[src/rtl/qdr_pkg.sv]
package qdr_pkg;
  typedef enum logic {
    HALF_RISE = 1'b0,
    HALF_FALL = 1'b1
  } half_e;
endpackage

[src/rtl/qdr_bank.sv]
module qdr_bank #(
  parameter int ROW_W = 5,
  parameter int DW    = 16
) (
  input  logic             clk_i,
  input  logic             we_i,
  input  logic [ROW_W-1:0] row_i,
  input  logic [DW-1:0]    wdata_i,
  output logic [DW-1:0]    rdata_o
);
  localparam int ROWS = 1 << ROW_W;

  logic [DW-1:0] mem_q [ROWS];

  always_ff @(posedge clk_i) begin
    if (we_i) mem_q[row_i] <= wdata_i;
  end

  assign rdata_o = mem_q[row_i];
endmodule

[src/rtl/qdr_pair_map.sv]
// Splits a two-word burst at base_i into one row per bank (index 0 even, 1 odd).
module qdr_pair_map #(
  parameter int AW = 6
) (
  input  logic [AW-1:0]         base_i,
  output logic [1:0][AW-2:0]    row_o
);
  logic [AW-1:0] next_w;

  assign next_w = base_i + 1'b1;

  always_comb begin
    if (base_i[0]) begin
      row_o[1] = base_i[AW-1:1];
      row_o[0] = next_w[AW-1:1];
    end else begin
      row_o[0] = base_i[AW-1:1];
      row_o[1] = next_w[AW-1:1];
    end
  end
endmodule

[src/rtl/qdr_fwd.sv]
// Replaces core read words with data of a same-period write not yet committed.
module qdr_fwd #(
  parameter int AW = 6,
  parameter int DW = 16
) (
  input  logic [AW-1:0] rd_addr_i,
  input  logic [DW-1:0] core0_i,
  input  logic [DW-1:0] core1_i,
  input  logic          wr_en_i,
  input  logic [AW-1:0] wr_addr_i,
  input  logic [DW-1:0] wr_d0_i,
  input  logic [DW-1:0] wr_d1_i,
  output logic [DW-1:0] q0_o,
  output logic [DW-1:0] q1_o
);
  logic [AW-1:0] rd_nxt, wr_nxt;
  logic [1:0][AW-1:0] rd_w;
  logic [1:0][DW-1:0] core_w, q_w;

  assign rd_nxt = rd_addr_i + 1'b1;
  assign wr_nxt = wr_addr_i + 1'b1;
  assign rd_w   = {rd_nxt, rd_addr_i};
  assign core_w = {core1_i, core0_i};

  for (genvar g = 0; g < 2; g++) begin : g_word
    always_comb begin
      q_w[g] = core_w[g];
      if (wr_en_i && rd_w[g] == wr_addr_i)   q_w[g] = wr_d0_i;
      else if (wr_en_i && rd_w[g] == wr_nxt) q_w[g] = wr_d1_i;
    end
  end

  assign q0_o = q_w[0];
  assign q1_o = q_w[1];
endmodule

[src/rtl/qdr_sram.sv]
module qdr_sram
  import qdr_pkg::*;
#(
  parameter int AW = 6,
  parameter int DW = 16
) (
  input  logic          clk_i,
  input  logic          rst_ni,
  input  logic [AW-1:0] addr_i,
  input  logic          wps_ni,
  input  logic          rps_ni,
  input  logic [DW-1:0] wdata_i,
  output logic [DW-1:0] rdata_o,
  output logic          rvalid_o
);
  localparam int ROW_W = AW - 1;

  half_e         half_q;
  logic          rd_pend_q, wr_pend_q, wc_en_q, r2_q;
  logic [AW-1:0] ra_q, wc_addr_q;
  logic [DW-1:0] wd0_q, wc_d0_q, wc_d1_q, rhold_q;

  logic [1:0][ROW_W-1:0] rd_row, wr_row;
  logic [1:0][DW-1:0]    bank_wd, bank_rd;
  logic [DW-1:0]         core0, core1, fq0, fq1;
  logic                  wr_slot;

  assign wr_slot = (half_q == HALF_RISE);

  qdr_pair_map #(.AW(AW)) i_rd_map (.base_i(ra_q),      .row_o(rd_row));
  qdr_pair_map #(.AW(AW)) i_wr_map (.base_i(wc_addr_q), .row_o(wr_row));

  assign bank_wd[0] = wc_addr_q[0] ? wc_d1_q : wc_d0_q;
  assign bank_wd[1] = wc_addr_q[0] ? wc_d0_q : wc_d1_q;

  // Single port per bank: rising half writes, complement half reads.
  for (genvar b = 0; b < 2; b++) begin : g_bank
    qdr_bank #(.ROW_W(ROW_W), .DW(DW)) i_bank (
      .clk_i   (clk_i),
      .we_i    (wr_slot && wc_en_q),
      .row_i   (wr_slot ? wr_row[b] : rd_row[b]),
      .wdata_i (bank_wd[b]),
      .rdata_o (bank_rd[b])
    );
  end

  assign core0 = ra_q[0] ? bank_rd[1] : bank_rd[0];
  assign core1 = ra_q[0] ? bank_rd[0] : bank_rd[1];

  qdr_fwd #(.AW(AW), .DW(DW)) i_fwd (
    .rd_addr_i (ra_q),
    .core0_i   (core0),
    .core1_i   (core1),
    .wr_en_i   (wr_pend_q),
    .wr_addr_i (addr_i),
    .wr_d0_i   (wd0_q),
    .wr_d1_i   (wdata_i),
    .q0_o      (fq0),
    .q1_o      (fq1)
  );

  always_ff @(posedge clk_i or negedge rst_ni) begin
    if (!rst_ni) begin
      half_q    <= HALF_RISE;
      rd_pend_q <= 1'b0;
      wr_pend_q <= 1'b0;
      wc_en_q   <= 1'b0;
      r2_q      <= 1'b0;
      ra_q      <= '0;
      wc_addr_q <= '0;
      wd0_q     <= '0;
      wc_d0_q   <= '0;
      wc_d1_q   <= '0;
      rhold_q   <= '0;
      rdata_o   <= '0;
      rvalid_o  <= 1'b0;
    end else begin
      half_q <= (half_q == HALF_RISE) ? HALF_FALL : HALF_RISE;
      if (half_q == HALF_RISE) begin
        rd_pend_q <= ~rps_ni;
        wr_pend_q <= ~wps_ni;
        ra_q      <= addr_i;
        wd0_q     <= wdata_i;
        rvalid_o  <= r2_q;
        r2_q      <= 1'b0;
        if (r2_q) rdata_o <= rhold_q;
      end else begin
        wc_en_q   <= wr_pend_q;
        wc_addr_q <= addr_i;
        wc_d0_q   <= wd0_q;
        wc_d1_q   <= wdata_i;
        rvalid_o  <= rd_pend_q;
        r2_q      <= rd_pend_q;
        if (rd_pend_q) begin
          rdata_o <= fq0;
          rhold_q <= fq1;
        end
      end
    end
  end
endmodule

[config.mk]
export PLATFORM = sky130hd
export DESIGN_NAME = qdr_sram
export DESIGN_NICKNAME = d
export VERILOG_FILES = /design/src/rtl/qdr_pkg.sv /design/src/rtl/qdr_bank.sv /design/src/rtl/qdr_pair_map.sv /design/src/rtl/qdr_fwd.sv /design/src/rtl/qdr_sram.sv
export SDC_FILE = /design/constraint.sdc
export NUM_CORES = 2
export LEC_CHECK = 0
export ABC_AREA = 1
export BUFFER_PORTS_ARGS = -buffer_cell sky130_fd_sc_hd__buf_2
export CORE_MARGIN = 4
export CORE_UTILIZATION = 40
export CTS_CLUSTER_DIAMETER = 60
export CTS_CLUSTER_SIZE = 24
export DETAILED_ROUTE_END_ITERATION = 8
export PLACE_DENSITY = 0.65
export SLEW_MARGIN = 20
export SYNTH_ARGS = -nofsm -noshare
export SYNTH_HDL_FRONTEND = slang
export SYNTH_HIERARCHICAL = 1
export SYNTH_SLANG_ARGS = --single-unit
export TNS_END_PERCENT = 100
[constraint.sdc]
create_clock -name clk_i -period 6.9 [get_ports clk_i]
set_clock_uncertainty 0.1 [all_clocks]
set_input_delay 0.345 -clock clk_i [delete_from_list [all_inputs] [get_ports clk_i]]
set_output_delay 0.345 -clock clk_i [all_outputs]
set_load 0.005 [all_outputs]
Word level (Yosys, flattened, before mapping). Memory sizes are Yosys's and may differ from the RTL's. Index checks and enable logic that the tools add are counted.

Flip-flop bits (word level): 98. Memory bits (writable): 1024. Input port bits: 26. Output and inout port bits: 17. Logic and storage cells: 54. Memories kept: 2.

Add/sub/neg operators: 3. Equality and inequality tests: 5. Muxes and demuxes: 20. Bitwise gates (word level): 3. Reduce and logical (&&, ||, !) cells: 8.

Memory list: g_bank[0].i_bank.mem_q (words 32, width 16, read ports 1, clocked after Yosys merged registers in 0, write ports 1, line qdr_bank.sv:13) `logic [DW-1:0] mem_q [ROWS];`; g_bank[1].i_bank.mem_q (words 32, width 16, read ports 1, clocked after Yosys merged registers in 0, write ports 1, line qdr_bank.sv:13).

Operators by type and width (number): $mux 16 (11); $eq 6x6->1 (4); $mux 10 (2); $add 6x1->6 const B (3); $mux 5 (2); $logic_and 1x1->1 (5); $mux 1 (5); $reduce_and 2->1 (2); $not 1->1 (3); $ne 2x1->1 const B (1); $reduce_bool 2->1 (1).

Depth between registers and ports, before layout. An unclocked memory read counts as a cell.

Word-level depth: 9. Depth in mapped cells: 28. Gate-level depth less buffers: 24.

By module. The synthesis kept the hierarchy.

Modules (own cells, without submodules): qdr_bank (times used 2, cells each 2058, area each 21620.7 um^2, seq. area each 15374.7 um^2); qdr_sram (times used 1, cells each 627, area each 4670.7 um^2, seq. area each 2452.4 um^2); qdr_fwd (times used 1, cells each 389, area each 1883.1 um^2, seq. area each 0.0 um^2); qdr_pair_map (times used 2, cells each 30, area each 158.9 um^2, seq. area each 0.0 um^2).

Least setup slack after synthesis. No wires, ideal clock.

Kind: flip-flop to flip-flop. Start: register ra_q[0]. End: memory g_bank[1].i_bank.mem_q[14][0], enable pin. Setup time: 0.388 ns. Arrival time: 2.714 ns. Required time: 6.412 ns. Slack: 3.697 ns. Stages on the path, launching flop included: 12. Path buffers: 3. Clock period less this slack: 3.203 ns. Cell sequence: dfrtp_1 inv_1 ha_1 or2_2 nand2_1 nand2_1 buf_4 inv_4 buf_4 buf_6 nand3_1 nor2_1.

RTL lines: start, declared (line qdr_sram.sv:20) `logic [AW-1:0] ra_q, wc_addr_q;`; start signal, assigned (line qdr_sram.sv:82) `ra_q <= addr_i;`; end, declared (line qdr_bank.sv:13).

==> flow_metrics.py <==
metrics = {
    "cells_and_area": {
        "fillerInstances": 11612,
        "post-route-util_pct": 44.2,
        "area_delta_synth_final_pct": 9.38,
        "final_cell_mix": "3187 x nand2_1, 1024 x edfxtp_1, 159 x nor2_1",
        "fin_nets": 5245,
        "drive_above_1_share_pct": 7.68,
        "stdcell_count": 6903,
        "final_common_cell": "nand2_1",
    },
    "grt": {
        "grt_max_degree": 156,
        "grt_overflow": 0,
        "antenna_found_initial": 5,
        "grt_pass1_wl_um": 201000,
        "track_usage_pct": 19.8,
        "grt_pass1_vias": 32745,
    },
    "placed_design": {
        "portBuffers": 42,
        "place.gp.congestion": 0.911,
        "place_inst": 6745,
        "dp_hpwl_um": 77200,
        "dp_slack_ns": 2.31,
    },
    "detailed_routing": {
        "vias": 34829,
        "finalWirelength_um": 132000,
        "drc": 0,
        "viasPerCell": 5.05,
        "ant_nets": 0,
        "dr.pass1.iters": 6,
        "drt_iter0_drc": 4188,
        "post_drt_wl_per_cell_um": 19.1,
    },
    "sta": {
        "maxSlewViolCount": 0,
        "max_freq_mhz": 217,
        "tns_ns": 0,
        "setup_viol": 0,
        "worst_slew_pin_slew_ns": 1.12,
        "min_period_ns": 4.60,
        "period_share_pct": 66.7,
        "holdWs_ns": 0.294,
        "rsz0062_at_grt": "no",
        "hold_violations": 0,
        "setup_ws_ns": 2.30,
        "slew_headroom_pct": 25.3,
    },
    "floorplan": {
        "die-area_um2": 131000,
        "io_pins": 43,
        "fp.dieH_um": 362,
        "start_util_pct": 40.4,
        "rows": 129,
        "core_area_um2": 124000,
        "fp.dieW_um": 362,
    },
    "clocking": {
        "cts_setup_buffers": 0,
        "cts_buffer_depth": 3,
        "clock_sinks": 1122,
        "numCtsBuffers": 72,
        "clock-root-buffer": "clkbuf_16",
        "clkTransAtPathRegs_ns": 0.09,
        "cts_tree": "built",
        "clkLatencyLatePin_ns": 0.66,
        "h-tree-depth": 3,
    },
    "logic_synthesis": {
        "synth_area_um2": 50100,
        "ys_seq_area_share_pct": 66.3,
        "ys_seq_elements": 1122,
        "synth_cell_types": 30,
        "synth_top_area_cell": "edfxtp_1",
        "synth_nets": 5224,
        "synthCells": 5192,
        "syn_area_per_cell_um2": 9.65,
        "synth_top_area_share_pct": 61.4,
        "ys.warnings.count": 6,
        "synth_area_leaders": "edfxtp_1 61%, nand2_1 24%, dfrtp_1 4.9%",
    },
    "worst_setup_path": {
        "cp.buffers_inverters": 6,
        "crit_arrival_ns": 5.10,
        "cp_slowest_cell": "dfrtp_4",
        "cp_slowest_stage_delay_ns": 0.69,
        "cp-end-kind": "flop",
        "path_class": "reg -> reg",
        "critical_path_peak_fanout": 95,
        "cp_common_cell": "nand2_1",
        "start_kind": "flop",
        "cp_top_family": "simple AND/OR/NAND/NOR gates",
        "cp.required_ns": 7.40,
    },
    "pwr": {
        "vdd_drop_max_v": 0.000216,
        "cellPowerDensity_nw_per_um2": 256,
        "p_leak_uw": 0.0235,
    },
    "hold_path": {
        "hold_path_class": "in -> reg",
    },
    "flow_run": {
        "cap_violations": 0,
    },
    "outcome": {
        "outcome": "finished clean",
    },
}
[metal layers]
metal  up-vias  global-route usage [%]  wire length [µm]
li1      16684                       -                 -
met1     16736                    27.7             56600
met2      1221                    32.2             61700
met3       186                    2.44              8960
met4         2                    6.62              4280
met5         -                       0                13
[registers in the layout (all words and copies together), names as in the netlist, 6 cells and up]
register             flops
g_bank.i_bank/mem_q   1024
ra_q                     6
rdata_o                 16
rhold_q                 16
wc_addr_q                6
wc_d0_q                 16
wc_d1_q                 16
wd0_q                   16
[tightest hold or removal path, delay by kind of cell]
| kind | cells | cell delay [ns] |
|---|---|---|
| AOI/OAI and AO/OA | 1 | 0.06 |
| buffers and inverters | 2 | 0.61 |
[cell families (layout without fill, tap and decap cells)]
kind of cell / after synthesis / after routing / share of synthesized area, %
XOR/XNOR: 10 / 10 / 0.175
AO/OA/AOI/OAI: 113 / 113 / 1.13
flip-flops: 1122 / 1122 / 66.3
other: 0 / 5 / 0
adder cells (fa/ha/maj): 6 / 6 / 0.150
buffers and inverters: 415 / 484 / 4.66
AND/OR/NAND/NOR: 3526 / 3526 / 27.6
[final timing paths]
path | from | end | slack [ns] | cells past startpoint
setup / recovery | wc_addr_q[0] | rdata_o[10] | 2.30 | 25
hold / removal | rps_ni | rd_pend_q | 0.29 | 3
setup reg to reg | wc_addr_q[0] | rdata_o[10] | 2.30 | 25
hold reg to reg | rhold_q[5] | rhold_q[5] | 0.38 | 2
max in group asynchronous | rst_ni | rdata_o[14] | 4.81 | 4
min in group asynchronous | rst_ni | rdata_o[12] | 0.51 | 3
[metrics by stage]
stage	instance area [µm²]	total power (µW)
final	54800	14000
after global routing	54800	14500
after CTS	54700	14100
after detailed placement	51900	9370
after global placement	51900	9350
after floorplan	50100	8840
[synthesized netlist by cell type]
library cell and n:
a21oi_1 17, buf_2 129, buf_4 27, buf_6 66, clkbuf_1 32, clkinv_1 1, dfrtp_1 98, edfxtp_1 1024
ha_1 6, inv_1 143, inv_2 10, inv_4 7, nand2_1 3191, nand2_2 4, nand2_4 3, nand3_1 94
nand3_2 20, nand3_4 2, nand4_1 25, nor2_1 161, nor2_2 3, nor2_4 2, nor3_2 1, nor3_4 17
nor4_1 1, o21ai_0 87, o21ai_1 9, or2_2 2, xnor2_1 7, xor2_1 3
[area by class of cell]
class / count / area, µm² / share of cell area, %
Multi-Input combinational cell: 3655 / 14800 / 27.0
Clock buffer: 77 / 1890 / 3.46
Timing Repair Buffer: 201 / 1630 / 2.98
Antenna cell: 5 / 12.5 / 0.0228
Tap cell: 1637 / 2050 / 3.74
Inverter: 161 / 637 / 1.16
Clock inverter: 45 / 576 / 1.05
Sequential cell: 1122 / 33200 / 60.6
[where the power goes]
group	leakage, µW	total (µW)	switching (µW)	internal [µW]
sequential	0.0104	7630	72.3	7560
clock	0.00121	4770	2470	2290
combinational	0.0119	1620	1200	420
[repair_timing]
action | 4_1_cts | 5_1_grt
hold buffers | 27 | 0
hold endpoints to repair | 69 | 0
gates resized for setup | 0 | 0
endpoints found under the setup margin | 0 | 0
(Power assumes the default switching activity.)
